--- config.mk ---
export PLATFORM = sky130hd
export DESIGN_NAME = busalloc_node
export DESIGN_NICKNAME = d
export VERILOG_FILES = /design/src/rtl/busalloc_pkg.sv /design/src/rtl/ba_claim_fsm.sv /design/src/rtl/ba_chain_gate.sv /design/src/rtl/busalloc_node.sv
export SDC_FILE = /design/constraint.sdc
export NUM_CORES = 1
export LEC_CHECK = 0
export ABC_AREA = 0
export BUFFER_PORTS_ARGS = -buffer_cell sky130_fd_sc_hd__buf_2
export CAP_MARGIN = 10
export CORE_AREA = 3 3 40 42
export DETAILED_ROUTE_END_ITERATION = 8
export DIE_AREA = 0 0 43 45
export PLACE_DENSITY = 0.37
export SLEW_MARGIN = 5
export SYNTH_ARGS = -nofsm -noshare
export SYNTH_HDL_FRONTEND = slang
export SYNTH_SLANG_ARGS = --single-unit
--- constraint.sdc ---
create_clock -name clk -period 1.08 [get_ports clk]
set_input_delay 0.324 -clock clk [delete_from_list [all_inputs] [get_ports clk]]
set_output_delay 0.324 -clock clk [all_outputs]
set_load 0.05 [all_outputs]
--- src/rtl/busalloc_pkg.sv ---
package busalloc_pkg;

    typedef enum logic [1:0] {
        BA_IDLE  = 2'd0,
        BA_WAIT  = 2'd1,
        BA_CLAIM = 2'd2,
        BA_OWN   = 2'd3
    } ba_state_e;

    typedef struct packed {
        logic req;
        logic lock;
        logic line_free;
        logic chain_ok;
    } ba_sense_t;

    function automatic logic ba_may_claim(ba_sense_t s);
        return s.req & s.line_free & s.chain_ok;
    endfunction

    function automatic logic ba_keep(ba_sense_t s);
        return s.req | s.lock;
    endfunction

endpackage

--- src/rtl/ba_claim_fsm.sv ---
module ba_claim_fsm
    import busalloc_pkg::*;
(
    input  logic      clk,
    input  logic      rst,
    input  ba_sense_t sense,
    output logic      pull_o,
    output logic      grant_o
);
    ba_state_e state_q, state_d;

    always_comb begin
        state_d = state_q;
        unique case (state_q)
            BA_IDLE: begin
                if (ba_may_claim(sense))   state_d = BA_CLAIM;
                else if (sense.req)        state_d = BA_WAIT;
            end
            BA_WAIT: begin
                if (!sense.req)              state_d = BA_IDLE;
                else if (ba_may_claim(sense)) state_d = BA_CLAIM;
            end
            BA_CLAIM: begin
                if (!sense.chain_ok)       state_d = sense.req ? BA_WAIT : BA_IDLE;
                else if (!ba_keep(sense))  state_d = BA_IDLE;
                else                       state_d = BA_OWN;
            end
            BA_OWN: begin
                if (!ba_keep(sense))       state_d = BA_IDLE;
            end
            default:                       state_d = BA_IDLE;
        endcase
    end

    always_ff @(posedge clk) begin
        if (rst) state_q <= BA_IDLE;
        else     state_q <= state_d;
    end

    assign pull_o  = (state_q == BA_CLAIM) || (state_q == BA_OWN);
    assign grant_o = (state_q == BA_OWN);

    // no new claim while another master holds the line
    p_no_pull_when_busy_r4: assert property (@(posedge clk) disable iff (rst)
        (!pull_o && !sense.line_free) |=> !pull_o);

    // no claim while the upstream permit is withheld
    p_no_pull_without_permit_r5: assert property (@(posedge clk) disable iff (rst)
        (!pull_o && !sense.chain_ok) |=> !pull_o);

    // a claim with the permit present is granted on the next edge
    p_grant_follows_claim_r3: assert property (@(posedge clk) disable iff (rst)
        (pull_o && !grant_o && sense.chain_ok && sense.req) |=> grant_o);

    // release one edge after the request drops without lock
    p_release_r6: assert property (@(posedge clk) disable iff (rst)
        (grant_o && !sense.req && !sense.lock) |=> (!pull_o && !grant_o));

    // lock keeps ownership
    p_lock_holds_r7: assert property (@(posedge clk) disable iff (rst)
        (grant_o && sense.lock) |=> (grant_o && pull_o));

    // permit lost before grant withdraws the claim
    p_withdraw_r9: assert property (@(posedge clk) disable iff (rst)
        (pull_o && !grant_o && !sense.chain_ok) |=> (!pull_o && !grant_o));

endmodule

--- src/rtl/ba_chain_gate.sv ---
module ba_chain_gate (
    input  logic chain_en_n_i,
    input  logic pull_i,
    input  logic grant_i,
    output logic chain_en_n_o,
    output logic drv_en_o
);
    logic permitted;

    assign permitted    = ~chain_en_n_i;
    assign chain_en_n_o = ~(permitted & ~pull_i);
    assign drv_en_o     = grant_i & permitted;

endmodule

--- src/rtl/busalloc_node.sv ---
module busalloc_node
    import busalloc_pkg::*;
(
    input  logic clk,
    input  logic rst,
    input  logic core_req_i,
    input  logic core_lock_i,
    output logic core_grant_o,
    input  logic line_busy_n_i,
    output logic line_pull_o,
    input  logic chain_en_n_i,
    output logic chain_en_n_o,
    output logic drv_en_o
);
    ba_sense_t sense;
    logic      pull, grant;

    assign sense.req       = core_req_i;
    assign sense.lock      = core_lock_i;
    assign sense.line_free = line_busy_n_i;
    assign sense.chain_ok  = ~chain_en_n_i;

    ba_claim_fsm u_fsm (
        .clk     (clk),
        .rst     (rst),
        .sense   (sense),
        .pull_o  (pull),
        .grant_o (grant)
    );

    ba_chain_gate u_gate (
        .chain_en_n_i (chain_en_n_i),
        .pull_i       (pull),
        .grant_i      (grant),
        .chain_en_n_o (chain_en_n_o),
        .drv_en_o     (drv_en_o)
    );

    assign line_pull_o  = pull;
    assign core_grant_o = grant;

    // a grant is only held while the line is pulled
    p_grant_implies_pull_r10: assert property (@(posedge clk) disable iff (rst)
        core_grant_o |-> line_pull_o);

    // a claiming node never passes the permit down
    p_no_pass_while_claiming_r2: assert property (@(posedge clk) disable iff (rst)
        line_pull_o |-> chain_en_n_o);

endmodule

==> results.json, run 1 <==
{
  "cp.arrival_ps": 970,
  "layout_min_cycle_time_ps": 1300,
  "wl_met2_microns": 144,
  "violations": "negative setup slack",
  "nets": 37,
  "r2r-start": "u_fsm.state_q[0]",
  "route.top_layer_used": "met4",
  "cell_internal_pwr_uw": 230,
  "power_density_nw_per_um2": 1140,
  "worst_pin_slew_ps": 199,
  "syn_area_sq_um": 119,
  "route.layer.met1.wl_microns": 151,
  "largest_reg_flops": 2,
  "boundaryPins": 10,
  "power_frac_seq": 0.262,
  "area_delta_synth_final_pct": 125,
  "dieArea_sq_um": 1940,
  "antennaDiodeCount": 0,
  "final_hold_viol_count": 0,
  "cts_root_buf": "clkbuf_4",
  "antenna_found_initial": 0,
  "viasPerCell": 3.52,
  "synthArstFlopShare": 0,
  "sw_frac_of_total": 0.246,
  "pwr-share-comb": 0.199,
  "max_freq_mhz": 770,
  "setup_viol": 4,
  "initial_core_util": 0.0925,
  "syn_inst": 15,
  "synthTopCellsByCount": "dfxtp_1 (2), nand2b_1 (2), nor2_1 (2)",
  "numPortBuffers": 9,
  "power.switching_uw": 75.4,
  "fin_hold_ws_ps": 398,
  "drtIter0Drc": 4,
  "slew_headroom": 0.867,
  "synth-seq-cells": 2,
  "synth_edf_count": 0,
  "hold_path.class": "in2reg",
  "place.gp.congestion": 0.699,
  "ant_nets": 0,
  "p_leak_uw": 0.000129,
  "max-vdd-ir-drop_mv": 0.250,
  "path_class": "reg2out",
  "fillCellCount": 145,
  "regMostFlops": "u_fsm.state_q",
  "wl_microns": 348,
  "cts_inserted_buffers": 3,
  "yosys.area.top_type": "dfxtp_1",
  "cts_tree": "built",
  "wl_met3_microns": 43,
  "regArea_sq_um": 42.5,
  "largestRegisters": "u_fsm.state_q (2)",
  "grt_remaining_overflow": 0,
  "startpoint": "u_fsm.state_q[0]",
  "pwr-share-clk": 0.538,
  "worstHoldStart": "rst",
  "setup_tns_ps": -623,
  "synth.area.top_cells": "dfxtp_1 (34%), nand2b_1 (11%), nor3_2 (8.4%), a2bb2oi_1 (7.4%), and2b_1 (6.3%)",
  "grt_pass1_wl_microns": 621,
  "die_y_microns": 45,
  "wl_per_cell_microns": 7.91,
  "num_rows": 13,
  "synth_top_area_share": 0.337,
  "vias": 155,
  "clkTransAtPathRegs_ps": 30,
  "status": "finished, violations left",
  "drv_cap": 0,
  "ctsHoldBuffers": 0,
  "period_share": 1.20,
  "synthFlopType": "dfxtp_1",
  "die_width_microns": 43,
  "rsz0062_at_grt": "true",
  "synth_nets": 21,
  "ys_seq_area_frac": 0.337,
  "grt_usage": 0.0507,
  "drt_pre_antenna_iters": 2,
  "clock_latency_ps": 220,
  "multi_input_area_sq_um": 76.3,
  "end_kind": "output pin",
  "syn_area_per_cell_sq_um": 7.92,
  "drive_above_1_share": 0.690,
  "clockBufferDepth": 2,
  "cts.sinks": 2,
  "fin_worst_skew_ps": 0.00870,
  "drc": 0,
  "startpoint_type": "register",
  "slew_viol_final": 0,
  "worst_slack_ps": -218,
  "grt_pass1_vias": 158,
  "worstPathMaxFanout": 2,
  "core_sq_um": 1280,
  "htreeDepth": 1,
  "cp.required_ps": 760,
  "grt_start_max_net_pins": 5,
  "yosysWarningCount": 0,
  "yosysUniqueCellTypes": 12
}
per-stage QoR:
stage	cell area (sq um)	std cells	setup slack [ps]	total power, uW	util
5_1_grt	268	44	-248	325	0.208
4_1_cts	241	43	-226	313	0.188
3_5_place_dp	200	40	-150	134	0.156
6_report	268	44	-218	306	0.208
2_1_floorplan	125	15	-80.1	114	-
3_3_place_gp	200	40	-146	133	0.156
repair_timing:
action | in CTS | in global routing
resized for setup | 6 | 7
pin swaps | 1 | 0
endpoints found under the setup margin | 4 | 4
setup buffers | 0 | 1
routing by layer:
layer / up-vias / track usage
li1: 77 / -
met1: 67 / 0.0480
met2: 9 / 0.0599
met3: 2 / 0.0359
met4: 0 / 0.0723
met5: - / 0
kinds of logic after synthesis:
logic type,after synthesis,synth area share
AND/OR/NAND/NOR,8,0.421
AO/OA/AOI/OAI,3,0.179
flip-flops,2,0.337
buffers and inverters,2,0.0631
layout make-up:
type                    instances  share of cell area
well taps                      15              0.0701
inverters                       1              0.0140
multi-input cells              11               0.285
repair buffers                 12               0.388
clock buffers                   3              0.0841
flip-flops and latches          2               0.159
cell usage in the layout, fill, tap and decap left out, drive strengths merged:
cell type / synthesis / routed
buf: 0 / 12
clkbuf: 1 / 3
nand2b: 2 / 2
nor2: 2 / 2
dfxtp: 2 / 2
and2: 1 / 1
or2: 1 / 1
and2b: 1 / 1
o21bai: 1 / 1
inv: 1 / 1
a2bb2oi: 1 / 1
a21oi: 1 / 1
nor3: 1 / 1
power by group through the flow:
stage	clock, uW	sequential [uW]	combinational [uW]
CTS	174	79.9	59.3
detailed placement	0	80.8	53.6
global placement	0	80.5	52.5
floorplan	0	80.5	33.0
finish	165	80.2	61.0
global route	178	80.9	66.7
path summary, 6_finish.rpt:
check | endpoint | slack [ps] | depth (start not counted)
max | drv_en_o | -220 | 3
min | u_fsm.state_q[1] | 400 | 3
min reg2reg | u_fsm.state_q[1] | 610 | 3
max reg2reg | u_fsm.state_q[1] | 290 | 3
critical path: stages, from the launching register on:
cell and delay [ps]:
dfxtp_2 300, and2_4 150, and2b_4 160, buf_8 140
(Power assumes the default switching activity.)
==> run 2: changes to the inputs <==
--- a/config.mk
+++ b/config.mk
@@ -11,8 +11,9 @@
 export CORE_AREA = 3 3 40 42
 export DETAILED_ROUTE_END_ITERATION = 8
 export DIE_AREA = 0 0 43 45
-export PLACE_DENSITY = 0.37
+export PLACE_DENSITY = 0.38
 export SLEW_MARGIN = 5
 export SYNTH_ARGS = -nofsm -noshare
 export SYNTH_HDL_FRONTEND = slang
+export SYNTH_HIERARCHICAL = 1
 export SYNTH_SLANG_ARGS = --single-unit
==> results.json, run 2 <==
{
  "dp.cells": 41,
  "antenna_found_initial": 0,
  "fin_hold_ws_ps": 283,
  "clock_latency_ps": 220,
  "syn_area_sq_um": 124,
  "synthArstFlopShare": 0,
  "worst_slack_ps": -237,
  "synth_nets": 21,
  "yosysWarningCount": 6,
  "setup_viol": 4,
  "synthFlopType": "dfxtp_1",
  "ctsHoldBuffers": 0,
  "finalNonFillerCells": 44,
  "drt_pre_antenna_iters": 1,
  "finalInstanceArea_sq_um": 256,
  "cp.arrival_ps": 990,
  "num_rows": 13,
  "status": "finished, violations left",
  "largest_reg_flops": 2,
  "cts_inserted_buffers": 3,
  "synth_top_area_share": 0.323,
  "max_freq_mhz": 759,
  "synth_edf_count": 0,
  "startpoint_type": "register",
  "drv_cap": 0,
  "dieArea_sq_um": 1940,
  "postPlaceCellArea_sq_um": 214,
  "synth.area.top_cells": "dfxtp_1 (32%), a2111oi_2 (12%), a21bo_1 (8.1%), and2b_2 (7.1%), a211oi_1 (6.1%)",
  "hold_depth": 2,
  "path_class": "reg2out",
  "yosys.area.top_type": "dfxtp_1",
  "drc": 0,
  "multi_input_area_sq_um": 78.8,
  "p_leak_uw": 0.000124,
  "synthTopCellsByCount": "dfxtp_1 (2), inv_1 (2)",
  "grt_pass1_vias": 185,
  "initial_core_util": 0.0964,
  "period_share": 1.22,
  "area_delta_synth_final_pct": 107,
  "syn_inst": 15,
  "htreeDepth": 1,
  "fin_worst_skew_ps": 1.20,
  "syn_area_per_cell_sq_um": 8.26,
  "grt_usage": 0.0507,
  "synth-seq-cells": 2,
  "numPortBuffers": 9,
  "cts_setup_buffers": 0,
  "antennaDiodeCount": 0,
  "grt_start_max_net_pins": 5,
  "hold_path.class": "in2reg",
  "clkTransAtPathRegs_ps": 30,
  "drive_above_1_share": 0.690,
  "fillCellCount": 140,
  "worst_pin_slew_ps": 241,
  "die_y_microns": 45,
  "layout_min_cycle_time_ps": 1320,
  "rsz0062_at_grt": "true",
  "grt_remaining_overflow": 0,
  "power_density_nw_per_um2": 1200,
  "drtIter0Drc": 0,
  "worstRegToRegCells": 3,
  "ant_nets": 0,
  "wl_microns": 379,
  "violations": "negative setup slack",
  "wl_per_cell_microns": 8.61,
  "regMostFlops": "u_fsm/state_q",
  "final_common_cell": "buf_2",
  "fin_util": 0.200,
  "boundaryPins": 10,
  "largestRegisters": "u_fsm/state_q (2)",
  "ys_seq_area_frac": 0.323,
  "clockBufferDepth": 2,
  "layout_common_cells": "buf_2 (7), clkbuf_4 (3), buf_4 (3), inv_1 (2), buf_8 (2)",
  "final_hold_viol_count": 0,
  "end_kind": "output pin",
  "regArea_sq_um": 41.3,
  "cp.required_ps": 760,
  "slew_viol_final": 0,
  "place.gp.congestion": 0.671,
  "worstPathMaxFanout": 4,
  "viasPerCell": 3.57,
  "cts_tree": "built",
  "cts_root_buf": "clkbuf_4",
  "max-vdd-ir-drop_mv": 0.261,
  "vias": 157,
  "cts.sinks": 2,
  "yosysUniqueCellTypes": 13,
  "grt_pass1_wl_microns": 669,
  "slew_headroom": 0.839,
  "core_sq_um": 1280,
  "nets": 37,
  "die_width_microns": 43
}
-- run 2: area by class of cell --
type	count	area share
sequential	2	0.161
inverter	2	0.0293
multi-input combinational	10	0.307
tap	15	0.0732
timing repair buffer	12	0.341
clock buffer	3	0.0878
-- run 2: logic make-up (layout without fill, tap and decap cells) --
group                  count (synthesis)  count (layout)  share of synthesized area
and+or+nand+nor                        6               6                      0.283
AOI/OAI and AO/OA                      4               4                      0.303
buffers and inverters                  3              17                     0.0909
DFF                                    2               2                      0.323
-- run 2: critical path, stage by stage, from the launching register on --
cell and delay, ps:
dfxtp_2 340, and2_4 140, and2b_4 150, buf_8 140
-- run 2: repair_timing --
item                                    4_1_cts  5_1_grt
pin swaps                                     1        1
gates resized for setup                       6        0
endpoints found under the setup margin        4        4
-- run 2: through the flow --
stage               setup TNS, ps  setup slack (ps)  power, uW
global route                 -807              -275        324
floorplan                    -110             -77.7        116
CTS                          -748              -246        321
finish                       -693              -237        308
global placement             -299              -153        136
detailed placement           -344              -156        139
-- run 2: final timing paths --
kind	from	endpoint	slack, ps
max	u_fsm/state_q[1]	drv_en_o	-240
min	rst	u_fsm/state_q[0]	280
max reg2reg	u_fsm/state_q[0]	u_fsm/state_q[0]	190
min reg2reg	u_fsm/state_q[1]	u_fsm/state_q[0]	620
-- run 2: power by group --
group	leakage, uW	total [uW]	switching, uW	internal (uW)
Combinational	0.0000933	63.2	32.3	30.9
Clock	0.0000138	164	41.9	123
Sequential	0.0000168	80.6	2.53	78.0
Total	0.000124	308	76.7	231
-- run 2: per-layer routing --
metal	vias up	global-route usage	part of all wire
met2	10	0.0808	0.47
met4	0	0.0542	0
met3	0	0.0239	0.14
met5	-	0	0
li1	79	-	-
met1	68	0.0455	0.39
